===== config.mk =====
export PLATFORM = sky130hd
export DESIGN_NAME = flash_bank_sequencer
export DESIGN_NICKNAME = d
export VERILOG_FILES = /design/src/rtl/fbs_pkg.sv /design/src/rtl/fbs_cmd_table.sv /design/src/rtl/fbs_gap_timer.sv /design/src/rtl/fbs_toggle_poll.sv /design/src/rtl/flash_bank_sequencer.sv
export SDC_FILE = /design/constraint.sdc
export NUM_CORES = 1
export LEC_CHECK = 0
export BUFFER_PORTS_ARGS = -buffer_cell sky130_fd_sc_hd__buf_4
export CAP_MARGIN = 0
export CORE_ASPECT_RATIO = 0.8
export CORE_MARGIN = 2
export CORE_UTILIZATION = 47
export DETAILED_ROUTE_END_ITERATION = 12
export PLACE_DENSITY = 0.7
export SYNTH_ARGS = -nofsm -noshare
export SYNTH_HDL_FRONTEND = slang
export SYNTH_SLANG_ARGS = --single-unit

===== constraint.sdc =====
create_clock -name clk -period 6.15 [get_ports clk]
set_clock_uncertainty 0.05 [all_clocks]
set_input_delay 0 -clock clk [delete_from_list [all_inputs] [get_ports clk]]
set_output_delay 0 -clock clk [all_outputs]
set_load 0.005 [all_outputs]

===== src/rtl/fbs_pkg.sv =====
// Shared types and command constants of the flash bank sequencer.
// Assumes byte-wide flash with a two-write unlock prefix.
package fbs_pkg;
    typedef enum logic {OP_ERASE = 1'b0, OP_PROG = 1'b1} op_e;

    typedef enum logic [1:0] {
        ST_OK       = 2'd0,
        ST_TIMEOUT  = 2'd1,
        ST_MISMATCH = 2'd2
    } status_e;

    typedef enum logic [3:0] {
        S_IDLE, S_CMD, S_GAP, S_RD1, S_RD2, S_CHK,
        S_RSTW, S_VRD, S_VCHK, S_DONE
    } state_e;

    localparam logic [7:0] KEY_FIRST   = 8'hAA;
    localparam logic [7:0] KEY_SECOND  = 8'h55;
    localparam logic [7:0] ERASE_ARM   = 8'h80;
    localparam logic [7:0] ERASE_FIRE  = 8'h30;
    localparam logic [7:0] PROG_ARM    = 8'hA0;
    localparam logic [7:0] READ_MODE   = 8'hF0;
    localparam int         KEY_OFS_A   = 'h555;
    localparam int         KEY_OFS_B   = 'h2AA;
endpackage


===== src/rtl/fbs_cmd_table.sv =====
// Command step decoder: maps operation and step index to the offset and
// byte of one command write. Erase uses steps 0..5, program uses 0..3.
// Assumes OFS_W >= 11 so the unlock offsets are representable.
module fbs_cmd_table
    import fbs_pkg::*;
#(
    parameter int OFS_W = 13
) (
    input  logic             op_prog,
    input  logic [2:0]       step,
    input  logic [OFS_W-1:0] tgt_ofs,
    input  logic [7:0]       tgt_byte,
    output logic [OFS_W-1:0] cmd_ofs,
    output logic [7:0]       cmd_byte,
    output logic             cmd_last
);
    // Select the write belonging to the current step.
    always_comb begin
        cmd_ofs  = OFS_W'(KEY_OFS_A);
        cmd_byte = KEY_FIRST;
        cmd_last = 1'b0;
        case (step)
            3'd1: begin
                cmd_ofs  = OFS_W'(KEY_OFS_B);
                cmd_byte = KEY_SECOND;
            end
            3'd2: cmd_byte = op_prog ? PROG_ARM : ERASE_ARM;
            3'd3: if (op_prog) begin
                cmd_ofs  = tgt_ofs;
                cmd_byte = tgt_byte;
                cmd_last = 1'b1;
            end
            3'd4: begin
                cmd_ofs  = OFS_W'(KEY_OFS_B);
                cmd_byte = KEY_SECOND;
            end
            3'd5: begin
                cmd_ofs  = '0;
                cmd_byte = ERASE_FIRE;
                cmd_last = 1'b1;
            end
            default: ;
        endcase
    end
endmodule


===== src/rtl/fbs_gap_timer.sv =====
// Inter-command spacing timer: loaded on every flash write, ready once
// GAP_CYC cycles have elapsed. Assumes GAP_CYC >= 1.
module fbs_gap_timer #(
    parameter int GAP_CYC = 100
) (
    input  logic clk,
    input  logic rst_n,
    input  logic load,
    output logic ready
);
    localparam int GW = $clog2(GAP_CYC + 1);

    logic [GW-1:0] cnt_q;

    // Count down the remaining idle cycles after a write.
    always_ff @(posedge clk) begin
        if (!rst_n)            cnt_q <= '0;
        else if (load)         cnt_q <= GW'(GAP_CYC);
        else if (cnt_q != '0)  cnt_q <= cnt_q - 1'b1;
    end

    assign ready = (cnt_q == '0);


    gap_block_chk: assert property (@(posedge clk) disable iff (!rst_n)
        load |=> !ready);
endmodule


===== src/rtl/fbs_toggle_poll.sv =====
// Toggle poller: holds the first read of a pair, compares it with the
// second, and counts unequal pairs since the last clear.
// Assumes rdata is the flash reply in the cycles cap_first/cap_second.
module fbs_toggle_poll #(
    parameter int POLL_MAX = 1_000_000
) (
    input  logic       clk,
    input  logic       rst_n,
    input  logic       clr,
    input  logic       cap_first,
    input  logic       cap_second,
    input  logic [7:0] rdata,
    output logic       settled,
    output logic       last_try
);
    localparam int PW = $clog2(POLL_MAX + 1);

    logic [7:0]    first_q;
    logic [PW-1:0] miss_q;

    // Keep the first read of the current pair.
    always_ff @(posedge clk) begin
        if (!rst_n)         first_q <= '0;
        else if (cap_first) first_q <= rdata;
    end

    // Count pairs whose reads differed.
    always_ff @(posedge clk) begin
        if (!rst_n || clr)             miss_q <= '0;
        else if (cap_second && !settled) miss_q <= miss_q + 1'b1;
    end

    assign settled  = ((first_q ^ rdata) == 8'h00);
    assign last_try = (miss_q == PW'(POLL_MAX - 1));


    miss_bound_chk: assert property (@(posedge clk) disable iff (!rst_n)
        miss_q <= PW'(POLL_MAX));
endmodule


===== src/rtl/flash_bank_sequencer.sv =====
// Top of the flash bank sequencer. Accepts erase/program requests, issues
// unlock-prefixed commands with spacing, polls for completion by toggle
// comparison, returns the device to read mode and verifies by readback.
// Assumes a one-cycle flash read latency and a combinational source port.
module flash_bank_sequencer
    import fbs_pkg::*;
#(
    parameter int NUM_BANKS  = 2,
    parameter int OFS_W      = 13,
    parameter int BANK_BYTES = 8192,
    parameter int GAP_CYC    = 100,
    parameter int POLL_MAX   = 1_000_000,
    localparam int BANK_W    = (NUM_BANKS > 1) ? $clog2(NUM_BANKS) : 1,
    localparam int AW        = BANK_W + OFS_W
) (
    input  logic              clk,
    input  logic              rst_n,
    input  logic              start,
    input  logic              op,
    input  logic [BANK_W-1:0] bank,
    output logic              busy,
    output logic              done,
    output logic [1:0]        status,
    output logic [OFS_W-1:0]  src_addr,
    input  logic [7:0]        src_data,
    output logic [AW-1:0]     fl_addr,
    output logic [7:0]        fl_wdata,
    output logic              fl_we,
    output logic              fl_re,
    input  logic [7:0]        fl_rdata
);
    localparam logic [OFS_W-1:0] LAST_OFS = OFS_W'(BANK_BYTES - 1);
    localparam int               GW       = $clog2(GAP_CYC + 1);

    state_e            state, gap_next;
    op_e               op_q;
    logic [BANK_W-1:0] bank_q;
    logic [2:0]        step_q;
    logic [OFS_W-1:0]  byte_q;
    status_e           status_q;

    logic [OFS_W-1:0]  cmd_ofs;
    logic [7:0]        cmd_byte, exp_byte;
    logic              cmd_last, gap_ready, settled, last_try;

    fbs_cmd_table #(.OFS_W(OFS_W)) u_cmd (
        .op_prog (op_q == OP_PROG),
        .step    (step_q),
        .tgt_ofs (byte_q),
        .tgt_byte(src_data),
        .cmd_ofs (cmd_ofs),
        .cmd_byte(cmd_byte),
        .cmd_last(cmd_last)
    );

    fbs_gap_timer #(.GAP_CYC(GAP_CYC)) u_gap (
        .clk  (clk),
        .rst_n(rst_n),
        .load (fl_we),
        .ready(gap_ready)
    );

    fbs_toggle_poll #(.POLL_MAX(POLL_MAX)) u_poll (
        .clk       (clk),
        .rst_n     (rst_n),
        .clr       (state == S_CMD),
        .cap_first (state == S_RD2),
        .cap_second(state == S_CHK),
        .rdata     (fl_rdata),
        .settled   (settled),
        .last_try  (last_try)
    );

    assign exp_byte = (op_q == OP_PROG) ? src_data : 8'hFF;

    // Sequence the command, poll, reset and verify phases.
    always_ff @(posedge clk) begin
        if (!rst_n) begin
            state    <= S_IDLE;
            gap_next <= S_CMD;
            op_q     <= OP_ERASE;
            bank_q   <= '0;
            step_q   <= '0;
            byte_q   <= '0;
            status_q <= ST_OK;
        end else begin
            case (state)
                S_IDLE: if (start) begin
                    op_q     <= op_e'(op);
                    bank_q   <= bank;
                    step_q   <= '0;
                    byte_q   <= '0;
                    status_q <= ST_OK;
                    state    <= S_CMD;
                end
                S_CMD: begin
                    state <= S_GAP;
                    if (cmd_last) begin
                        step_q   <= '0;
                        gap_next <= S_RD1;
                    end else begin
                        step_q   <= step_q + 3'd1;
                        gap_next <= S_CMD;
                    end
                end
                S_GAP: if (gap_ready) state <= gap_next;
                S_RD1: state <= S_RD2;
                S_RD2: state <= S_CHK;
                S_CHK: begin
                    if (settled) begin
                        if (op_q == OP_ERASE || byte_q == LAST_OFS) begin
                            state <= S_RSTW;
                        end else begin
                            byte_q <= byte_q + 1'b1;
                            state  <= S_CMD;
                        end
                    end else if (last_try) begin
                        status_q <= ST_TIMEOUT;
                        state    <= S_RSTW;
                    end else begin
                        state <= S_RD1;
                    end
                end
                S_RSTW: begin
                    byte_q   <= '0;
                    state    <= S_GAP;
                    gap_next <= (status_q == ST_TIMEOUT) ? S_DONE : S_VRD;
                end
                S_VRD: state <= S_VCHK;
                S_VCHK: begin
                    if (fl_rdata != exp_byte) begin
                        status_q <= ST_MISMATCH;
                        state    <= S_DONE;
                    end else if (byte_q == LAST_OFS) begin
                        state <= S_DONE;
                    end else begin
                        byte_q <= byte_q + 1'b1;
                        state  <= S_VRD;
                    end
                end
                S_DONE:  state <= S_IDLE;
                default: state <= S_IDLE;
            endcase
        end
    end

    // Drive the flash strobes, address and data from the current phase.
    always_comb begin
        fl_we    = 1'b0;
        fl_re    = 1'b0;
        fl_wdata = 8'h00;
        fl_addr  = {bank_q, {OFS_W{1'b0}}};
        case (state)
            S_CMD: begin
                fl_we    = 1'b1;
                fl_wdata = cmd_byte;
                fl_addr  = {bank_q, cmd_ofs};
            end
            S_RSTW: begin
                fl_we    = 1'b1;
                fl_wdata = READ_MODE;
            end
            S_RD1, S_RD2: fl_re = 1'b1;
            S_VRD: begin
                fl_re   = 1'b1;
                fl_addr = {bank_q, byte_q};
            end
            default: ;
        endcase
    end

    assign busy     = (state != S_IDLE);
    assign done     = (state == S_DONE);
    assign status   = status_q;
    assign src_addr = byte_q;

    // Checker state: idle cycles since the last write and what it was.
    logic [GW-1:0] since_we;
    logic [7:0]    last_wbyte;
    logic          last_wbase;

    // Track write spacing and the most recent write for the assertions.
    always_ff @(posedge clk) begin
        if (!rst_n) begin
            since_we   <= GW'(GAP_CYC);
            last_wbyte <= READ_MODE;
            last_wbase <= 1'b1;
        end else if (fl_we) begin
            since_we   <= '0;
            last_wbyte <= fl_wdata;
            last_wbase <= (fl_addr[OFS_W-1:0] == '0);
        end else if (since_we != GW'(GAP_CYC)) begin
            since_we <= since_we + 1'b1;
        end
    end


    gap_space_chk: assert property (@(posedge clk) disable iff (!rst_n)
        fl_we |-> since_we == GW'(GAP_CYC));

    rw_excl_chk: assert property (@(posedge clk) disable iff (!rst_n)
        !(fl_we && fl_re));

    rst_last_chk: assert property (@(posedge clk) disable iff (!rst_n)
        done |-> (last_wbyte == READ_MODE && last_wbase));

    done_pulse_chk: assert property (@(posedge clk) disable iff (!rst_n)
        done |=> (!done && !busy));

    busy_start_chk: assert property (@(posedge clk) disable iff (!rst_n)
        $rose(busy) |-> $past(start));

    status_code_chk: assert property (@(posedge clk) disable iff (!rst_n)
        done |-> status != 2'd3);
endmodule


==> results.yml, run 1 <==
run:
  drv_cap: 0
logic_synthesis:
  ys_top_cells_by_area: "dfxtp_1 31%, nand2_1 7.3%, xor2_1 5.8%"
  syn_area_sq_um: 3951
  yosys.cell_types.count: 70
  syn_area_per_cell_sq_um: 7.903
  synthCells: 500
  synth_seq_area_share_pct: 31.41
  synth_enable_flop_cells: 0
  ys_warn_count: 0
  synth-seq-cells: 62
  synth_top_cell_by_area: "dfxtp_1"
  synth.top_cell.area_share_pct: 31.41
  ys.flop_type: "dfxtp_1"
  async_flop_share_pct: 0
  syn_nets: 530
place:
  dp_cells: 644
  portBuffers: 61
  place_congestion: 0.8975
  dpl_worst_slack_ps: 3336
  hpwl_um: 7633
grt:
  grt_max_degree: 32
  grt_pass1_vias: 3458
  antenna_found_initial: 0
  track_usage_pct: 23.81
  grt_first_pass_wirelength_um: 17340
  grt.overflow.total: 0
finish:
  syn2layout_area_growth_pct: 20.84
  num-nets-final: 588
  n_antenna_cell: 0
  multi_input_area_sq_um: 2549
  stdcell_count: 670
  drive_above_1_share_pct: 18.33
  fillers: 771
  seq_area_sq_um: 1241
clock_tree:
  ctsRootBufferMaster: "clkbuf_8"
  cts.htree.levels: 3
  cts_max_path_buffers: 2
  clk_latency_ps: 350
  cts.clk_slew.worst_paths_ps: 70
  tritoncts: "yes"
  clock_sinks: 62
  cts_buffers: 9
  cts_setup_buffers: 0
  cts_resized: 0
pwr:
  p_switching_mw: 0.3732
  p_leak_nw: 1.931
  powerDensity_nw_per_um2: 254.3
  peakVddDrop_uv: 241.9
  pwr-share-clk_pct: 36.4
  total_power_mw: 1.214
  seqPwrFrac_pct: 37.9
  p_int_mw: 0.8412
  p_comb_share_pct: 25.7
  swShare_pct: 30.73
timing:
  fmax_ghz: 0.3452
  rsz0062_at_grt: "no"
  maxSlewViolCount: 0
  fin_crit_sh_pct: 47.10
  hold_viol_final: 0
  setup_slack_ps: 3253
  worst_slew_pin_slew_ps: 1138
  final.setup.tns_ps: 0
  finalSetupViolCount: 0
  slew_headroom_pct: 24.03
  post-route-min-period_ps: 2897
worst_setup_path:
  critPathKind: "reg2reg"
  required_ps: 6360
  arrival_ps: 3100
  cp-end-kind: "flip-flop"
  path_max_fanout: 17
  crit_path_start_kind: "flip-flop"
detailed_routing:
  drc: 0
  routed_wl_um: 10780
  via_count: 3905
  dr.pass1.iters: 5
  first_iter_violations: 306
  wl_per_cell_um: 16.08
  route.antenna.remaining_nets: 0
  viasPerCell: 5.828
outcome:
  status: "completed"
floorplanning:
  core_area_sq_um: 8055
  die_h_um: 86.01
  die_x_um: 106.5
  row_count: 29
  io_pins: 62
  start_util_pct: 49.05
  dieArea_sq_um: 9161
worst_hold_path:
  worstHoldPathType: "in2reg"
==> synthesized netlist by cell type, types with 4 or more instances <==
master / number
dfxtp_1: 62
inv_1: 11
a21oi_1: 36
nor2_1: 49
nor3_1: 10
o21bai_1: 4
nand2b_1: 6
or3_1: 5
clkbuf_1: 16
or2_2: 4
o21ai_0: 21
xnor2_1: 5
ha_1: 9
or4_1: 5
nand2_1: 77
a31oi_1: 7
mux2i_1: 7
nand4_1: 11
nand3_1: 17
and4_1: 5
xor2_1: 26
and3_1: 8
and2_1: 8
a21o_1: 14
==> routing by layer <==
layer / GRT usage (%) / wire [um] / up-vias
met4: 6.966 / 123 / 0
met5: 0 / 0 / -
li1: - / - / 1902
met2: 36.54 / 4856 / 143
met1: 33.12 / 5086 / 1847
met3: 6.079 / 708 / 13
==> layout by cell type (no fill, tap or decap), types with 9 or more instances in the layout <==
cell,n
buf_4,61
nor2_1,49
a21o_1,14
inv_1,11
clkbuf_8,10
o21ai_0,21
nand3_1,17
xor2_1,26
nand4_1,11
dlygate4sd3_1,11
nor3_1,10
dfxtp_1,62
a21oi_1,36
nand2_1,77
ha_1,9
==> registers in the layout, summed over array words and instances, names as in the netlist, 2 cells and up <==
signal / cells
u_gap.cnt_q: 7
status: 2
gap_next: 3
state: 4
u_poll.miss_q: 20
src_addr: 13
u_poll.first_q: 8
step_q: 3
==> layout make-up <==
class | instances | area share, %
Multi-Input combinational cell | 401 | 53.38
Clock inverter | 4 | 1.992
Clock buffer | 11 | 2.961
Inverter | 12 | 0.9434
Sequential cell | 62 | 26.00
Tap cell | 108 | 2.830
Timing Repair Buffer | 72 | 11.90
==> timing repair <==
action / 4_1_cts / 5_1_grt
hold buffers: 11 / 0
endpoints found under the setup margin: 0 / 0
endpoints found under the hold margin: 13 / 0
==> worst paths after layout <==
kind / slack [ps] / start / depth (start not counted) / endpoint
worst max register to register: 3250 / op_q / 6 / src_addr[11]
worst min-delay path: 80 / start / 4 / bank_q
worst min register to register: 420 / u_poll.first_q[4] / 2 / u_poll.first_q[4]
worst max-delay path: 3250 / op_q / 6 / src_addr[11]
==> critical path, cell delays in order, from the launching register on <==
cell and delay [ps]:
dfxtp_1 710, inv_1 280, nor4b_1 380, o32ai_1 230, o31ai_4 510, nand3_4 290, o32ai_1 340
==> power by group through the flow <==
stage	registers, mW	clock network (mW)	logic (mW)
floorplan	0.453	0	0.220
global placement	0.467	0	0.299
detailed placement	0.469	0	0.303
CTS	0.459	0.449	0.312
global route	0.463	0.467	0.343
finish	0.460	0.443	0.312
==> metrics by stage <==
stage / utilization [%] / area, sq um / hold WS (ps)
after floorplan: - / 3951 / 48.15
after global placement: 54.97 / 4428 / 184.8
after detailed placement: 54.97 / 4428 / 191.3
after CTS: 59.27 / 4775 / 67.07
after global routing: 59.27 / 4775 / 107.7
final: 59.27 / 4775 / 83.00
==> kinds of logic (layout without fill, tap and decap cells) <==
kind of cell	count (synthesis)	in the layout	synth area share, %
simple gates	232	232	30.62
compound gates	120	120	21.82
flops	62	62	31.41
buf+inv	37	99	4.085
xor+xnor	31	31	6.871
fa+ha+maj	9	9	2.850
mux	9	9	2.343
(Power assumes the default switching activity.)
==> inputs of run 2 (changes only) <==
Settings changed: ABC_AREA set to 1, PLACE_DENSITY 0.7 to 0.72.
Clock period 6.15 ns to 2.5 ns, I/O delays scaled along.
==> results.yml, run 2 <==
outcome:
  status: "completed"
pwr:
  p_comb_share_pct: 39.7
  p_int_mw: 2.389
  total_power_mw: 3.870
  p_leak_nw: 2.294
  swShare_pct: 38.28
  powerDensity_nw_per_um2: 763.1
  seqPwrFrac_pct: 33.2
  peakVddDrop_uv: 398.1
  pwr-share-clk_pct: 27.0
  p_switching_mw: 1.481
grt:
  track_usage_pct: 23.76
  antenna_found_initial: 0
  grt_first_pass_wirelength_um: 18370
  grt.overflow.total: 0
  grt_max_degree: 24
  grt_pass1_vias: 4016
logic_synthesis:
  ys.flop_type: "dfxtp_1"
  syn_area_per_cell_sq_um: 6.280
  ys_warn_count: 0
  syn_nets: 700
  ys_top_cells_by_area: "dfxtp_1 29%, nand2_1 16%, inv_1 8.7%"
  synthTopCellsByCount: "177 x nand2_1, 98 x inv_1, 75 x nor2_1"
  async_flop_share_pct: 0
  synthCells: 670
  synth-seq-cells: 62
  syn_area_sq_um: 4208
  synth_seq_area_share_pct: 29.50
  synth.top_cell.area_share_pct: 29.50
  yosys.cell_types.count: 43
  synth_enable_flop_cells: 0
  synth_most_common_cell: "nand2_1"
  synth_top_cell_by_area: "dfxtp_1"
worst_setup_path:
  crit_path_max_incr_delay_ps: 410
  cp-end-kind: "output pin"
  r2r_end: "src_addr[10]"
  crit_path_start_kind: "flip-flop"
  arrival_ps: 2180
  critPathKind: "reg2out"
  required_ps: 2450
  critPathSlowestCell: "dfxtp_1"
  reg2regPathDepth: 13
  cp_top_family: "buffers and inverters"
  path_max_fanout: 8
  path_buf_inv: 3
  r2r_slack_ps: 510
  regToRegStartpoint: "op_q"
  path_cells: "nand2_2 > nor2_2 > inv_1 > o21ai_0 > inv_1 > o21ai_0 > buf_4"
worst_hold_path:
  hold_depth: 4
  worstHoldPathType: "in2reg"
  hold_start: "rst_n"
  min_to: "src_addr[4]"
detailed_routing:
  drc: 0
  via_count: 4511
  viasPerCell: 5.239
  route.antenna.remaining_nets: 0
  dr.pass1.iters: 5
  first_iter_violations: 211
  routed_wl_um: 11240
  wl_per_cell_um: 13.05
timing:
  fmax_ghz: 0.4487
  hold_viol_final: 0
  worst_slew_pin_slew_ps: 549.8
  fin_crit_sh_pct: 89.15
  finalSetupViolCount: 0
  setup_slack_ps: 271.4
  maxSlewViolCount: 0
  slew_headroom_pct: 63.31
  final.setup.tns_ps: 0
  rsz0062_at_grt: "no"
  post-route-min-period_ps: 2229
finish:
  syn2layout_area_growth_pct: 20.52
  utilization_pct: 59.00
  drive_above_1_share_pct: 16.56
  top_register: "u_poll.miss_q"
  fillers: 824
  n_antenna_cell: 0
  final_common_cell: "nand2_1"
  largest_reg_flops: 20
  num-nets-final: 774
  layout_common_cells: "177 x nand2_1, 98 x inv_1, 75 x nor2_1, 68 x buf_4, 62 x dfxtp_1"
run:
  drv_cap: 0
clock_tree:
  cts.htree.levels: 3
  clock_sinks: 62
  cts_max_path_buffers: 2
  clk_latency_ps: 350
  ctsRootBufferMaster: "clkbuf_8"
  tritoncts: "yes"
  cts_buffers: 9
  cts.clk_slew.worst_paths_ps: 70
floorplanning:
  io_pins: 62
  dieArea_sq_um: 9730
  die_h_um: 88.63
  start_util_pct: 48.95
  core_area_sq_um: 8596
  die_x_um: 109.8
  row_count: 30
place:
  place_congestion: 0.9262
  dpl_worst_slack_ps: 534.4
  hpwl_um: 8340
  portBuffers: 61
==> run 2: cells by family (layout without fill, tap and decap cells) <==
kind of cell / count (synthesis) / in the layout / synth area share, %
AO/OA/AOI/OAI: 99 / 99 / 12.25
XOR/XNOR: 12 / 12 / 2.498
adder cells (fa/ha/maj): 9 / 9 / 2.676
buffers and inverters: 121 / 200 / 12.49
flip-flops: 62 / 62 / 29.50
AND/OR/NAND/NOR: 367 / 367 / 40.59
==> run 2: how the worst max path moves through the flow <==
| stage | slack (ps) | depth (start not counted) | from | endpoint |
|---|---|---|---|---|
| detailed placement | 530 | 9 | step_q[1] | fl_addr[8] |
| floorplan | 830 | 12 | src_addr[0] | src_addr[9] |
| global route | 100 | 7 | state[0] | fl_addr[9] |
| global placement | 600 | 6 | step_q[1] | fl_addr[6] |
| CTS | 150 | 9 | step_q[1] | fl_addr[8] |
| finish | 270 | 7 | state[0] | fl_addr[9] |
==> run 2: layout make-up <==
cell class / instances / area [sq um] / share of cell area, %
sequential: 62 / 1241 / 24.48
inverter: 106 / 400.4 / 7.895
tap: 112 / 140.1 / 2.763
clock inverter: 3 / 65.06 / 1.283
multi-input combinational: 487 / 2445 / 48.21
clock buffer: 13 / 168.9 / 3.331
timing repair buffer: 78 / 610.6 / 12.04
==> run 2: metrics by stage <==
| stage | area, sq um | hold slack, ps | instances |
|---|---|---|---|
| 5_1_grt | 5071 | 88.27 | 861 |
| 6_report | 5071 | 61.72 | 861 |
| 4_1_cts | 5067 | 48.92 | 861 |
| 3_5_place_dp | 4733 | 186.2 | 835 |
| 3_3_place_gp | 4733 | 176.9 | 835 |
| 2_1_floorplan | 4208 | 84.90 | 670 |
==> run 2: power groups by stage <==
| stage | sequential [mW] | combinational (mW) | clock [mW] |
|---|---|---|---|
| after global placement | 1.29 | 1.47 | 0 |
| after floorplan | 1.26 | 1.02 | 0 |
| after global routing | 1.30 | 1.73 | 1.11 |
| final | 1.29 | 1.54 | 1.05 |
| after CTS | 1.28 | 1.52 | 1.07 |
| after detailed placement | 1.30 | 1.50 | 0 |
==> run 2: layer usage <==
| layer | wire, um | GRT usage, % |
|---|---|---|
| met1 | 5190 | 32.11 |
| met2 | 5199 | 39.32 |
| met3 | 739 | 5.007 |
| met4 | 108 | 4.833 |
| met5 | 0 | 0 |
==> run 2: what timing repair did <==
action | in CTS | in global routing
endpoints found under the hold margin | 10 | 0
resized for setup | 0 | 1
buffers inserted | 0 | 0
setup endpoints to repair | 0 | 2
hold buffers | 10 | 0
==> run 2: tightest hold or removal path, stage by stage <==
cell and delay [ps]:
buf_4 110, clkinv_1 30, buf_4 200, a21oi_1 50
==> inputs of run 3 (changes only) <==
Settings changed: SYNTH_HIERARCHICAL set to 1.
==> results.yml, run 3 <==
logic_synthesis:
  synth.top_cell.area_share_pct: 26.56
  syn_area_sq_um: 4673
  async_flop_share_pct: 0
  ys_top_cells_by_area: "dfxtp_1 27%, nand2_1 19%, inv_1 7.6%"
  synth_top_cell_by_area: "dfxtp_1"
  synth_most_common_cell: "nand2_1"
  syn_area_per_cell_sq_um: 6.007
  synth-seq-cells: 62
  syn_nets: 803
  synthCells: 778
  synthTopCellsByCount: "241 x nand2_1, 94 x inv_1, 82 x nor2_1"
  ys_warn_count: 6
  ys.flop_type: "dfxtp_1"
  synth_enable_flop_cells: 0
  synth_seq_area_share_pct: 26.56
  yosys.cell_types.count: 37
clock_tree:
  cts.htree.levels: 3
  cts_buffers: 9
  cts.clk_slew.worst_paths_ps: 50
  ctsRootBufferMaster: "clkbuf_16"
  clock_sinks: 62
  clk_latency_ps: 330
  cts_max_path_buffers: 2
  tritoncts: "yes"
timing:
  rsz0062_at_grt: "no"
  final.setup.tns_ps: 0
  finalSetupViolCount: 0
  setup_slack_ps: 289.4
  slew_headroom_pct: 63.45
  hold_viol_final: 0
  hold-worst-slack_ps: 121.8
  post-route-min-period_ps: 2211
  fmax_ghz: 0.4524
  maxSlewViolCount: 0
  worst_slew_pin_slew_ps: 544.8
  fin_crit_sh_pct: 88.42
detailed_routing:
  drc: 0
  route.met3.wl_um: 741
  highest_layer: "met4"
  route.antenna.remaining_nets: 0
  wl_per_cell_um: 12.89
  routed_wl_um: 12800
  wl_met2_um: 5820
  first_iter_violations: 390
  dr.pass1.iters: 5
  wl_met1_um: 6139
  viasPerCell: 5.126
  via_count: 5090
worst_setup_path:
  crit_path_max_incr_delay_ps: 640
  cp-end-kind: "output pin"
  crit_path_start_kind: "flip-flop"
  arrival_ps: 2160
  r2r_slack_ps: 310
  r2r_end: "status[0]"
  regToRegStartpoint: "u_poll/miss_q[0]"
  cpMostUsedCell: "nand2_1"
  path_cells: "buf_4 > inv_1 > or2_2 > nand2_1 > nand2_1 > nand2_1 > nand2_1 > buf_4"
  path_max_fanout: 16
  critPathSlowestCell: "dfxtp_1"
  critPathKind: "reg2out"
  reg2regPathDepth: 10
  required_ps: 2450
pwr:
  p_leak_nw: 2.432
  peakVddDrop_uv: 590.8
  powerDensity_nw_per_um2: 794.1
place:
  placed_cell_area_sq_um: 5245
  place_congestion: 0.9475
  hpwl_um: 9406
  portBuffers: 61
  dpl_worst_slack_ps: 331.3
finish:
  n_antenna_cell: 0
  top_register: "u_poll/miss_q"
  largest_reg_flops: 20
  syn2layout_area_growth_pct: 21.93
  drive_above_1_share_pct: 19.25
  layout_common_cells: "241 x nand2_1, 94 x inv_1, 82 x nor2_1, 71 x buf_4, 62 x dfxtp_1"
  num-nets-final: 878
  final_common_cell: "nand2_1"
  finalInstanceArea_sq_um: 5698
grt:
  grt_pass1_vias: 4611
  grt_max_degree: 23
  antenna_found_initial: 0
  grt.overflow.total: 0
  track_usage_pct: 24.29
  grt_first_pass_wirelength_um: 21070
floorplanning:
  row_count: 32
  start_util_pct: 48.43
  core_area_sq_um: 9649
  io_pins: 62
  dieArea_sq_um: 10760
  die_h_um: 93.19
  die_x_um: 115.5
worst_hold_path:
  hold_depth: 5
  hold_start: "start"
  min_to: "op_q"
  worstHoldPathType: "in2reg"
run:
  drv_cap: 0
outcome:
  status: "completed"
==> run 3: per-stage QoR <==
| stage | util [%] | power, mW | std cells |
|---|---|---|---|
| after floorplan | - | 2.559 | 778 |
| after global placement | 54.36 | 3.086 | 965 |
| after detailed placement | 54.36 | 3.145 | 965 |
| after CTS | 59.05 | 4.536 | 993 |
| after global routing | 59.05 | 4.839 | 993 |
| final | 59.05 | 4.525 | 993 |
==> run 3: how the worst max path moves through the flow <==
stage                                 from     endpoint  slack, ps  depth (start not counted)
after global placement    u_poll/miss_q[0]    status[0]        410                         10
after floorplan           u_poll/miss_q[0]    status[0]        460                         10
after global routing      u_poll/miss_q[0]    status[1]         40                         10
after detailed placement  u_poll/miss_q[0]    status[0]        330                         10
final                                 op_q  fl_wdata[5]        290                          8
after CTS                             op_q  fl_wdata[5]        310                          8
==> run 3: power breakdown <==
group	internal, mW	total (mW)	switching [mW]
Combinational	0.744	1.85	1.11
Sequential	1.12	1.31	0.185
Clock	0.917	1.36	0.447
Total	2.78	4.52	1.74
==> run 3: logic make-up after synthesis <==
group,after synthesis,share of synthesized area (%)
DFF,62,26.56
buffers and inverters,128,11.49
adders and majority gates,4,1.071
AOI/OAI and AO/OA,108,13.23
and+or+nand+nor,460,44.66
xor gates and xnor gates,16,2.999
==> run 3: critical path, delay by kind of cell (launching register included) <==
family / cells / cell delay [ps]
flops: 1 / 640
simple gates: 5 / 590
buf+inv: 3 / 610
==> run 3: cell type report <==
| type | count | area, sq um |
|---|---|---|
| sequential | 62 | 1241 |
| fill | 909 | 3951 |
| inverter | 108 | 405.4 |
| multi-input combinational | 588 | 2895 |
| tap | 136 | 170.2 |
| timing repair buffer | 84 | 663.1 |
| clock buffer | 11 | 252.7 |
| clock inverter | 4 | 70.07 |
==> run 3: repair_timing <==
action	in CTS	in global routing
endpoints found under the hold margin	16	0
gates resized for setup	0	0
hold buffers	13	0
setup buffers	0	0
==> run 3: per-layer routing <==
layer | vias to the layer above | global-route usage, %
li1 | 2606 | -
met1 | 2330 | 33.71
met2 | 144 | 38.65
met3 | 10 | 4.601
met4 | 0 | 6.325
met5 | - | 0
